File: src/rtl/mac_guard.sv
module mac_guard #(
  parameter int W = 16,
  parameter int G = 8
) (
  input  logic         clk,
  input  logic         rst_n,
  input  logic [1:0]   op_i,
  input  logic         rnd_i,
  input  logic         sq_i,
  input  logic         a_sgn_i,
  input  logic         b_sgn_i,
  input  logic [W-1:0] a_i,
  input  logic [W-1:0] b_i,
  output logic [G-1:0] acc_ext_o,
  output logic [W-1:0] acc_hi_o,
  output logic [W-1:0] acc_lo_o,
  output logic         ovf_o
);
  localparam int AW = 2*W + G;
  localparam int PW = 2*W + 2;
  localparam logic [1:0] OP_LOAD = 2'b00, OP_ADD = 2'b01, OP_SUB = 2'b10;
  localparam logic [AW-1:0] HALF = AW'(1) << (W-1);

  logic [AW-1:0] acc, nxt;
  logic [W-1:0] b_use;
  logic b_sgn_use;
  logic signed [W:0] xa, xb;
  logic signed [PW-1:0] prod;
  logic [AW-1:0] prod_x;
  logic [G:0] top;

  assign b_use     = sq_i ? a_i : b_i;
  assign b_sgn_use = sq_i ? a_sgn_i : b_sgn_i;
  assign xa = {a_sgn_i & a_i[W-1], a_i};
  assign xb = {b_sgn_use & b_use[W-1], b_use};
  assign prod = xa * xb;
  assign prod_x = {{(AW-PW){prod[PW-1]}}, prod};

  always_comb begin
    case (op_i)
      OP_LOAD: nxt = prod_x;
      OP_ADD:  nxt = acc + prod_x;
      OP_SUB:  nxt = acc - prod_x;
      default: nxt = acc;
    endcase
    if (rnd_i && op_i != 2'b11) nxt = nxt + HALF;
  end

  always_ff @(posedge clk or negedge rst_n)
    if (!rst_n) acc <= '0;
    else        acc <= nxt;

  assign acc_ext_o = acc[AW-1:2*W];
  assign acc_hi_o  = acc[2*W-1:W];
  assign acc_lo_o  = acc[W-1:0];
  assign top = acc[AW-1:2*W-1];
  assign ovf_o = !((&top) || !(|top));


  reset_clear_chk: assert property (@(posedge clk) !rst_n |=> (acc == '0 && !ovf_o));

  hold_stable_chk: assert property (@(posedge clk) disable iff (!rst_n)
    (op_i == 2'b11) |=> $stable(acc));

  no_overflow_chk: assert property (@(posedge clk) disable iff (!rst_n)
    (op_i == OP_LOAD && !rnd_i && a_sgn_i && b_sgn_use) |=> !ovf_o);

  unsigned_fit_chk: assert property (@(posedge clk) disable iff (!rst_n)
    (op_i == OP_LOAD && !rnd_i && !a_sgn_i && !b_sgn_use) |=> (acc_ext_o == '0));

  square_sign_chk: assert property (@(posedge clk) disable iff (!rst_n)
    (op_i == OP_LOAD && !rnd_i && sq_i) |=> !acc[AW-1]);
endmodule

File: config.mk
export PLATFORM = sky130hd
export DESIGN_NAME = mac_guard
export DESIGN_NICKNAME = d
export VERILOG_FILES = /design/src/rtl/mac_guard.sv
export SDC_FILE = /design/constraint.sdc
export NUM_CORES = 1
export LEC_CHECK = 0
export CORE_MARGIN = 10
export CORE_UTILIZATION = 35
export CTS_BUF_LIST = sky130_fd_sc_hd__clkbuf_8
export DETAILED_ROUTE_END_ITERATION = 8
export GPL_TIMING_DRIVEN = 0
export PLACE_DENSITY = 0.56
export SETUP_SLACK_MARGIN = 0.5
export SLEW_MARGIN = 25
export SYNTH_ARGS = -nofsm -noshare
export SYNTH_HDL_FRONTEND = slang
export SYNTH_SLANG_ARGS = --single-unit
export TNS_END_PERCENT = 10
File: constraint.sdc
create_clock -name clk -period 5.32 [get_ports clk]
set_input_delay 1.064 -clock clk [delete_from_list [all_inputs] [get_ports clk]]
set_output_delay 1.064 -clock clk [all_outputs]
set_load 0.03 [all_outputs]
After elaboration in Yosys (flattened, before gate mapping)
Cells that the tools add are included.
Cells by class
  muxes and demuxes: 4
  bitwise logic cells: 2
  equality and inequality tests: 3
  $add $sub $neg: 3
  divide/modulo/power cells: 0
  $lt $le $gt $ge: 0
  $mul: 1
  shift-type cells: 0
  reductions and logical operators: 7
Operator list (number)
  $pmux W40 S3: 1
  $add A40 B16 Y40 const B: 1
  $add A40 B40 Y40: 1
  $mux W40: 1
  $sub A40 B40 Y40: 1
  $mul A17 B17 Y34: 1
  $mux W16: 1
  $reduce_and A9 Y1: 1
  $reduce_or A9 Y1: 1
  $and A1 B1 Y1: 2
  $eq A2 B1 Y1 const B: 1
  $eq A2 B2 Y1 const B: 1
  $logic_not A1 Y1: 2
  $logic_not A2 Y1: 1
  $ne A2 B2 Y1 const B: 1
  $logic_and A1 B1 Y1: 1
  $logic_or A1 B1 Y1: 1
  $mux W1: 1
Storage, ports and cells
  memory bits (writable): 0
  output and inout port bits: 41
  logic and storage cells: 21
  bits in latches: 0
  memories kept: 0
  memory bits (read-only): 0
  register bits after elaboration: 40

Depth between registers and ports, before layout
Gate-level depths: netlist (run 1).
  depth after elaboration: 7
  gate-level depth with buffers: 45
  mapped depth without buffers: 40

Least setup slack after synthesis (run 1)
OpenSTA, ideal clock, no wires.
  path kind: input port to flip-flop
  start point: input port sq_i
  end point: register acc[39]
  library setup time: 0.123 ns
  cell stages on the path: 37
  data arrival time: 11.459 ns
  slack: -6.261 ns
  data required time: 5.197 ns
  path buffers: 4
  path through: clkbuf_1 buf_1 mux2i_1 clkbuf_1 nand2b_1 fa_1 fa_1 inv_1 fa_1 fa_1 fa_1 inv_1 fa_1 inv_1 ha_1 a21o_1 a221oi_1 mux2_2 a31o_1 a211o_1 a2111o_1 and4bb_2 nor2_1 xor2_1 ha_1 clkbuf_1 nand4_1 or4_1 a21o_1 a31oi_1 a31oi_1 nor3_1 o32ai_1 or4_1 nor3_1 nand4_1 xnor2_1
Between the ends
  longest elaborated chain between the ends: 7
  elaborated cells on any way between the ends: 9
  classes of those cells: add/sub (3); mul (1); mux (4); bitwise (1)
RTL lines
  start: declaration: line 9  | input logic sq_i,
  $mux W1 or $mux W16 (tied branches): line 33, 32
  $and A1 B1 Y1: line 35  | assign xb = {b_sgn_use & b_use[W-1], b_use};
  $mul A17 B17 Y34 (*): line 36  | assign prod = xa * xb;
  $sub A40 B40 Y40 or $add A40 B40 Y40 (tied branches): line 43, 42
  $pmux W40 S3 (*): line 40  | case (op_i)
  $add A40 B16 Y40: line 46  | if (rnd_i && op_i != 2'b11) nxt = nxt + HALF;
  $mux W40 (*): line 46
  named net nxt[39]: line 24  | logic [AW-1:0] acc, nxt;
  end signal: assignment: line 51  | else acc <= nxt;
  end: declaration: line 24
Mark *: on every way through the listed nets, which the timed path passes. The rest lies on a longest branch.

Final worst setup path (run 1)
  start point: input port b_i[13]
  end point: register acc[39]
Between the ends
  longest elaborated chain between the ends: 6
  elaborated cells on any way between the ends: 7
  classes of those cells: add/sub (3); mul (1); mux (3)
RTL lines
  start: declaration: line 13  | input logic [W-1:0] b_i,
  $mux W16 (*): line 32  | assign b_use = sq_i ? a_i : b_i;
  $mul A17 B17 Y34 (*): line 36
  $sub A40 B40 Y40 or $add A40 B40 Y40 (tied branches): line 43, 42
  $pmux W40 S3 (*): line 40
  $add A40 B16 Y40: line 46
  $mux W40 (*): line 46
  named net nxt[39]: line 24
Marks and branches as above.

==> results of run 1 <==
## worst max-delay path by stage
stage | slack, ns | depth (start not counted) | end | from
detailed placement | -7.35 | 38 | acc[39]$_DFF_PN0_ | a_i[15]
global placement | -7.37 | 38 | acc[39]$_DFF_PN0_ | a_i[15]
floorplan | -5.14 | 39 | acc[39]$_DFF_PN0_ | sq_i
CTS | -5.62 | 42 | acc[39]$_DFF_PN0_ | sq_i
global route | -5.89 | 40 | acc[39]$_DFF_PN0_ | b_i[10]
finish | -5.52 | 39 | acc[39]$_DFF_PN0_ | b_i[13]
## Yosys cell counts, types with 9 or more instances
master      n  area, µm²
a21o_1     29        218
inv_1     354       1330
o211ai_1   15        113
fa_1      297       5950
or3_1      18        113
nor3_1     25        125
nand3_1    28        140
nand4_1    16        100
clkbuf_1   78        293
mux2_2     14        158
ha_1      130       1630
and3_1      9       56.3
a31oi_1    20        125
a221oi_1   13        114
xnor2_1    70        613
dfrtp_1    40       1000
xor2_1     41        359
mux2i_1     9       90.1
nand2_1   210        788
nor2_1     89        334
a21oi_1    82        410
o21a_1     31        233
nor2b_1    66        413
a211oi_1   15        113
nand2b_1   12       75.1
o21ai_0    61        305
and2_1     83        519
## stage by stage
step / util / instance area, µm² / hold slack (ns) / worst slack, ns / setup TNS, ns
2_1_floorplan: - / 17600 / 0.669 / -5.14 / -125.70
3_3_place_gp: 0.392 / 19200 / 0.504 / -7.37 / -194.41
3_5_place_dp: 0.393 / 19200 / 0.533 / -7.35 / -193.90
4_1_cts: 0.414 / 20200 / 0.553 / -5.62 / -141.21
5_1_grt: 0.428 / 20900 / 0.581 / -5.89 / -150.70
6_report: 0.428 / 20900 / 0.538 / -5.52 / -136.59
## layout make-up
type,count,area [µm²]
Buffer,90,747
Fill cell,4906,27900
Tap cell,664,831
Sequential cell,40,1000
Timing Repair Buffer,157,1420
Inverter,357,1340
Multi-Input combinational cell,1546,15400
Clock buffer,7,96.3
Clock inverter,1,30.0
## worst register-to-register path: stages, from the launching register on
cell	delay, ns
dfrtp_1	0.41
ha_1	0.36
or3_1	0.44
a31oi_1	0.31
a31oi_1	0.16
o211ai_1	0.34
nor3b_2	0.45
o22a_1	0.21
mux2i_1	0.24
o22ai_2	0.11
or4_4	0.53
nor3_4	0.23
nand4_1	0.20
xnor2_1	0.18
## kinds of logic (layout without fill, tap and decap cells)
kind of cell    count (synthesis)  in the layout  share of synthesized area
xor+xnor                      111            111                     0.0563
flops                          40             40                     0.0580
simple gates                  607            607                      0.180
buf+inv                       447            612                     0.0984
fa+ha+maj                     427            427                      0.439
mux                            23             23                     0.0144
compound gates                378            378                      0.154
## per-layer routing
metal / part of all wire / up-vias
li1: - / 6959
met1: 0.47 / 7486
met2: 0.46 / 441
met3: 0.049 / 63
met4: 0.023 / 0
met5: 0 / -
## timing repair
| item | in CTS | in global routing |
|---|---|---|
| pin swaps | 51 | 78 |
| setup endpoints to repair | 38 | 37 |
| setup buffers | 42 | 38 |
| resized for setup | 183 | 146 |
| gates cloned | 1 | 0 |
==> flow_summary.yaml, run 1 <==
outcome:
  status: "complete, but fails checks"
  violations: "negative setup slack"
sta:
  skew_ns: 0.00769
  setup_violations: 35
  worst_pin_slew_ns: 0.758
  maxSlewViolCount: 0
  post-route-period-util: 2.04
  layout_setup_ws_ns: -5.52
  fmax_mhz: 92.3
  rsz0062_at_grt: "yes"
  hold_viol: 0
  layout_min_cycle_time_ns: 10.84
  maxSlewHeadroom: 0.495
drt:
  drt-pass1-iter-count: 5
  wl_per_cell_um: 19.3
  vias: 14900
  viasPerCell: 5.22
  drtAntennaViolNets: 0
  drt-total-wl_um: 55200
  drc: 0
  drtIter0Drc: 923
grt:
  use_met1: 0.265
  busiest_layer: "met2"
  antenna_found_initial: 0
  grt_util_met3: 0.0197
  grt_usage: 0.189
  grt_util_met2: 0.307
  grt_overflow: 0
  grt_max_degree: 27
  first_global_vias: 15500
  grt_pass1_wl_um: 89100
clock_network:
  tritoncts: "yes"
  clock_latency_ns: 0.32
  cts_root_buffer: "clkbuf_8"
  holdBufCountCts: 0
  clkTransAtPathRegs_ns: 0.09
  cts_buffers: 5
  htree_num_levels: 2
  clkSinkCount: 40
  cts-root-to-sink-buffers: 2
placement:
  placedCellCount: 2773
  gp_congestion: 0.948
  portBuffers: 75
  hpwlAfterDp_um: 45900
logic_synthesis:
  yosysUniqueCellTypes: 96
  synthFlopType: "dfrtp_1"
  synth_area_per_cell_um2: 8.49
  syn-cell-area_um2: 17300
  syn_inst: 2033
  synth_nets: 2500
  synth_edf_count: 0
  ys.warnings.count: 0
  ys_ff_latch: 40
  ys_async_sr_fraction: 1.00
  seq_area_frac_synth: 0.0580
setup_path:
  crit_type: "primary input to flop"
  cp-end-kind: "flop"
  worstReg2RegStart: "acc[5]$_DFFE_PN0N_"
  path_buf_inv: 6
  critPathMostFrequentCell: "fa_1"
  timing.rr.end: "acc[39]$_DFF_PN0_"
  required_ns: 5.54
  worstPathArrival_ns: 11.05
  crit_family: "adder cells"
  r2r_setup_slack_ns: 1.04
  critPathMaxStageDelay_ns: 0.58
  path_max_fanout: 7
  slowest_stage: "fa_2"
  cp-start-kind: "primary input"
  ff2ff_path_depth: 13
finish:
  layout-drive-gt1-share: 0.168
  syn2layout_area_growth_pct: 21.1
  nNetsFinal: 2664
  antennaDiodeCount: 0
  most-common-layout-cells: "341 x inv_1, 281 x fa_1, 203 x nand2_1"
  regMostFlops: "acc"
  layout_commonest_cell: "inv_1"
  final_cells: 2862
  largest_reg_flops: 40
  largestRegisters: "acc x40"
floorplanning:
  fp.dieH_um: 242
  rows: 81
  io_pins: 81
  die-width_um: 242
  core_um2: 48800
  start_util: 0.353
  dieArea_um2: 58600
hold_path:
  hp-start: "acc[7]$_DFFE_PN0N_"
  min_path_cells: 2
  hold_path_class: "flop to flop"
  min_to: "acc[7]$_DFFE_PN0N_"
flow_run:
  drv_cap: 0
Power of run 1 is not shown: default switching activity piles up to over one toggle a cycle in this logic, so the estimate is an artifact.
==> run 2, diff against run 1 <==
--- a/config.mk
+++ b/config.mk
@@ -5,6 +5,7 @@
 export SDC_FILE = /design/constraint.sdc
 export NUM_CORES = 1
 export LEC_CHECK = 0
+export CAP_MARGIN = 25
 export CORE_MARGIN = 10
 export CORE_UTILIZATION = 35
 export CTS_BUF_LIST = sky130_fd_sc_hd__clkbuf_8
==> results of run 2 <==
Final layout, timing and power as in run 1 (identical DEF).
Power of run 2 is left out for the same reason.
